===== config.mk =====
export PLATFORM = sky130hd
export DESIGN_NAME = hourly_chime
export DESIGN_NICKNAME = d
export VERILOG_FILES = /design/src/rtl/chime_pkg.sv /design/src/rtl/chime_decode.sv /design/src/rtl/chime_seq.sv /design/src/rtl/chime_tone.sv /design/src/rtl/hourly_chime.sv
export SDC_FILE = /design/constraint.sdc
export NUM_CORES = 1
export LEC_CHECK = 0
export BUFFER_PORTS_ARGS = -buffer_cell sky130_fd_sc_hd__buf_2
export CORE_MARGIN = 4
export CORE_UTILIZATION = 47
export DETAILED_ROUTE_END_ITERATION = 7
export PLACE_DENSITY = 0.73
export SYNTH_ARGS = -nofsm -noshare
export SYNTH_HDL_FRONTEND = slang
export SYNTH_HIERARCHICAL = 1
export SYNTH_SLANG_ARGS = --single-unit

===== constraint.sdc =====
create_clock -name clk -period 1.9 [get_ports clk]
set_input_delay 0.19 -clock clk [delete_from_list [all_inputs] [get_ports clk]]
set_output_delay 0.19 -clock clk [all_outputs]
set_load 0.005 [all_outputs]

===== src/rtl/chime_pkg.sv =====
package chime_pkg;

  typedef enum logic [1:0] {
    CHIME_NONE = 2'd0,
    CHIME_LOW  = 2'd1,
    CHIME_HIGH = 2'd2
  } chime_e;

  typedef struct packed {
    logic [3:0] mt;
    logic [3:0] mo;
    logic [3:0] st;
    logic [3:0] so;
  } bcd_time_t;

  function automatic logic bcd_is_even(input logic [3:0] d);
    return (d <= 4'd8) && !d[0];
  endfunction

endpackage


===== src/rtl/chime_decode.sv =====
module chime_decode
  import chime_pkg::*;
(
  input  bcd_time_t t,
  output chime_e    kind
);
  logic last_minute;
  logic low_window;
  logic top_of_hour;

  always_comb begin
    last_minute = (t.mt == 4'd5) && (t.mo == 4'd9);
    low_window  = last_minute && (t.st == 4'd5) && bcd_is_even(t.so);
    top_of_hour = (t.mt == 4'd0) && (t.mo == 4'd0) &&
                  (t.st == 4'd0) && (t.so == 4'd0);
    if (low_window)       kind = CHIME_LOW;
    else if (top_of_hour) kind = CHIME_HIGH;
    else                  kind = CHIME_NONE;
  end
endmodule


===== src/rtl/chime_seq.sv =====
module chime_seq
  import chime_pkg::*;
(
  input  logic   clk,
  input  logic   rst_n,
  input  logic   tick,
  input  chime_e kind,
  output logic   low_q,
  output logic   high_q,
  output logic   start_q
);
  always_ff @(posedge clk) begin
    if (!rst_n) begin
      low_q   <= 1'b0;
      high_q  <= 1'b0;
      start_q <= 1'b0;
    end else if (tick) begin
      low_q   <= (kind == CHIME_LOW);
      high_q  <= (kind == CHIME_HIGH);
      start_q <= (kind != CHIME_NONE);
    end else begin
      start_q <= 1'b0;
    end
  end
endmodule


===== src/rtl/chime_tone.sv =====
module chime_tone #(
  parameter int LOW_DIV = 50000
) (
  input  logic clk,
  input  logic rst_n,
  input  logic active,
  input  logic high_sel,
  input  logic restart,
  output logic tone_q
);
  localparam int LOW_HALF  = LOW_DIV / 2;
  localparam int HIGH_DIV  = LOW_DIV / 2;
  localparam int HIGH_HALF = HIGH_DIV / 2;
  localparam int CW        = (LOW_HALF > 1) ? $clog2(LOW_HALF) : 1;
  localparam logic [CW-1:0] LOW_LAST  = CW'(LOW_HALF - 1);
  localparam logic [CW-1:0] HIGH_LAST = CW'(HIGH_HALF - 1);

  logic [CW-1:0] cnt_q;
  logic [CW-1:0] last;

  assign last = high_sel ? HIGH_LAST : LOW_LAST;

  always_ff @(posedge clk) begin
    if (!rst_n || !active || restart) begin
      cnt_q  <= '0;
      tone_q <= 1'b0;
    end else if (cnt_q == last) begin
      cnt_q  <= '0;
      tone_q <= ~tone_q;
    end else begin
      cnt_q  <= cnt_q + 1'b1;
    end
  end
endmodule


===== src/rtl/hourly_chime.sv =====
module hourly_chime
  import chime_pkg::*;
#(
  parameter int LOW_DIV = 50000
) (
  input  logic       clk,
  input  logic       rst_n,
  input  logic       sec_tick,
  input  logic [3:0] min_tens,
  input  logic [3:0] min_ones,
  input  logic [3:0] sec_tens,
  input  logic [3:0] sec_ones,
  output logic       buzzer,
  output logic       low_active,
  output logic       high_active
);
  bcd_time_t now;
  chime_e    kind;
  logic      start_q;
  logic      tone_q;

  assign now = '{mt: min_tens, mo: min_ones, st: sec_tens, so: sec_ones};

  chime_decode u_dec (
    .t    (now),
    .kind (kind)
  );

  chime_seq u_seq (
    .clk     (clk),
    .rst_n   (rst_n),
    .tick    (sec_tick),
    .kind    (kind),
    .low_q   (low_active),
    .high_q  (high_active),
    .start_q (start_q)
  );

  chime_tone #(.LOW_DIV(LOW_DIV)) u_tone (
    .clk      (clk),
    .rst_n    (rst_n),
    .active   (low_active | high_active),
    .high_sel (high_active),
    .restart  (start_q),
    .tone_q   (tone_q)
  );

  assign buzzer = tone_q & (low_active | high_active);
endmodule


==> metrics.txt <==
Pint=0.000496 W; Peak VDD IR=304 uV; initial drt markers=12; Crit Reg-Reg Endpoint=u_tone/tone_q$_SDFFE_PP0N_; worst hold start=sec_tick; clock sinks=19; row cnt=16; RSZ-0062 raised after global routing=no; Hold Path Class=input port to flop; clk root buf=clkbuf_4; critical path class=flop to flop; number of global-route vias before repair=810; switching part of the total=0.201; Yosys warning total=6; clock power share=0.313; crit end category=flop; vias per cell=5.35; Fin Clk Skew=0.00342 ns; Worst Hold Path Cells=2; Tightest Pin Transition=0.401 ns; Synth Cell Area=982 um^2; Die ar.=2890 um^2; Starting Density=0.496; worst reg-to-reg setup slack=0.26 ns; max_cap viols=0; final core utilization=0.581; syn nets=131; Psw=0.000124 W; maximum clock rate=611 MHz; antenna fix cells=0; vias post-DR=872; final setup TNS=0 ns; met1 Usage GRT=0.207; CP peak stage delay=0.54 ns; worst skew pair latency=0.28 ns; FF-to-FF path depth=4; met3 Usage GRT=0.0332; dpl cell area=1130 um^2; RePlAce Congestion=0.791; status=completed; first-pass GRT wire length=3.39 mm; LEAKAGE=0.401 nW; Setup Buffers After CTS=0; clk buf depth=2; Layout area overhead=17.3%; met2 Usage GRT=0.266; CTS H-tree depth=1; sequential area share after synthesis=0.387; period utilisation layout=0.861; CTS Buf Count=3; most crowded layer after global routing=met2; Die Wd=53.7 um; Flop pwr share=0.641; # nets final=157; drt pass-1 iters=4; Final Hold Vio Count=0; clock-pin transition on the worst setup and hold timing paths=0.10 ns; Ports=22; Core Area=1980 um^2; CP arrival=1.86 ns; min Tclk post-route=1.64 ns; Total GRT Usage=0.163; initial antenna violation count=0; slack of the critical path=0.264 ns; TritonCTS clock tree=yes; crit path max-delay cell type=or4_1; cell family contributing the most delay on the critical path=simple AND/OR/NAND/NOR gates; hold endpoint=u_seq/start_q$_SDFF_PN0_; Mapped Cells=111; Yosys cell types=33; max-slew violations=0; Avg Inst Size Synth=8.85 um^2; post-layout instance area=1150 um^2; Combinational Power Share=0.046; Routed WL=1.95 mm; Die Span Y=53.7 um; Buffers on Ports=21; CP cell instances=nor4b_2, nand4b_1, or4_1, a21boi_1; power per cell area=539 nW/um^2; grt total ovfl=0; DR WL/cell=11.9 um; flops & latches, synth=19; CP startpoint kind=flop; Setup-failing EPs final=0; DRC Markers=0; Post-CTS Resized=0; Worst Path Buf+Inv=0; Post-Place Worst Slack=0.275 ns; Reg-to-Reg Start=u_tone/cnt_q[9]$_SDFF_PP0_; CP max FO=4; cts hold-fix bufs=0; post-route ant nets=0; DP HPWL=1.53 mm; required time of the critical path=2.13 ns; largest net degree at the start of global routing=16; layout cells sized above 1=0.235; Rel. slew slack=0.732
==> cell usage in the layout (no fill, tap or decap), drive strengths merged, types with 3 or more instances in the layout <==
master / instances
buf: 24
dfxtp: 19
nor2: 17
nand2: 9
xnor2: 7
nand3: 6
nor3: 5
xor2: 5
nand4b: 4
nor4: 4
inv: 4
clkbuf: 4
nor4bb: 3
nand4: 3
o31ai: 3
==> worst reg2reg max path, delay by kind of cell, from the launching register on <==
kind,cells,cell delay [ns]
AO/OA/AOI/OAI,1,0.14
AND/OR/NAND/NOR,3,1.08
flip-flops,1,0.37
==> worst max path at each step <==
stage,endpoint,cells after the start,startpoint
2_1_floorplan,u_tone/cnt_q[10]$_SDFF_PP0_,5,u_tone/cnt_q[0]$_SDFF_PP0_
3_3_place_gp,u_tone/tone_q$_SDFFE_PP0N_,4,u_tone/cnt_q[9]$_SDFF_PP0_
3_5_place_dp,u_tone/tone_q$_SDFFE_PP0N_,4,u_tone/cnt_q[9]$_SDFF_PP0_
4_1_cts,u_tone/tone_q$_SDFFE_PP0N_,4,u_tone/cnt_q[9]$_SDFF_PP0_
5_1_grt,u_tone/tone_q$_SDFFE_PP0N_,4,u_tone/cnt_q[9]$_SDFF_PP0_
6_report,u_tone/tone_q$_SDFFE_PP0N_,4,u_tone/cnt_q[9]$_SDFF_PP0_
==> cell usage after synthesis <==
cell | instances | area share
nor4b_2 | 1 | 0.015
inv_1 | 4 | 0.015
or3_4 | 1 | 0.011
nor2_1 | 17 | 0.065
o21a_1 | 1 | 0.0076
a21boi_1 | 1 | 0.0076
nand4b_1 | 4 | 0.036
o31ai_4 | 1 | 0.022
and3_1 | 1 | 0.0064
a31oi_1 | 1 | 0.0064
nor3b_1 | 1 | 0.0076
o211a_1 | 1 | 0.010
xnor2_1 | 7 | 0.062
and4_1 | 1 | 0.0089
nand3_1 | 6 | 0.031
or3_1 | 1 | 0.0064
xor2_1 | 5 | 0.045
a2111oi_2 | 1 | 0.015
nand4_1 | 2 | 0.013
o31ai_1 | 2 | 0.015
dfxtp_1 | 19 | 0.39
nand2_1 | 9 | 0.034
or4_1 | 2 | 0.015
nor4bb_1 | 3 | 0.031
nor3_1 | 5 | 0.025
buf_2 | 2 | 0.010
nor4_1 | 4 | 0.025
nand3b_1 | 2 | 0.015
nand4_2 | 1 | 0.013
ha_1 | 1 | 0.013
or2_1 | 1 | 0.0064
buf_4 | 1 | 0.0076
a21oi_1 | 2 | 0.010
==> per-stage QoR <==
stage	total power (W)	hold slack, ns	cells
after floorplan	0.000413	0.323	111
after global placement	0.000434	0.459	159
after detailed placement	0.000436	0.470	159
after CTS	0.000633	0.153	163
after global routing	0.000656	0.160	163
final	0.000621	0.166	163
==> registers in the layout, indices dropped and copies added (netlist names) <==
name,count
u_seq/high_q,1
u_tone/tone_q,1
u_tone/cnt_q,15
u_seq/start_q,1
u_seq/low_q,1
==> kinds of logic after synthesis <==
group | Yosys count | share of synthesized area
buffers and inverters | 7 | 0.0331
AOI/OAI and AO/OA | 10 | 0.0943
and+or+nand+nor | 62 | 0.366
adders and majority gates | 1 | 0.0127
xor gates and xnor gates | 12 | 0.107
DFF | 19 | 0.387
==> power groups by stage <==
stage	combinational, W	clock [W]	sequential (W)
CTS	0.0000285	0.000206	0.000398
global placement	0.0000268	0	0.000407
detailed placement	0.0000285	0	0.000407
global route	0.0000323	0.000225	0.000398
finish	0.0000287	0.000194	0.000398
floorplan	0.00000562	0	0.000407
==> layout make-up <==
cell class	count	area [um^2]
fill	192	830
multi-input combinational	85	569
sequential	19	380
timing repair buffer	24	128
tap	27	33.8
clock buffer	4	26.3
inverter	4	15.0
==> routing by layer <==
layer  up-vias  share of wire
met1       396           0.48
met3         4          0.036
met5         -              0
met4         0         0.0051
met2        20           0.48
li1        452              -
Power figures use the tool's default switching activity.
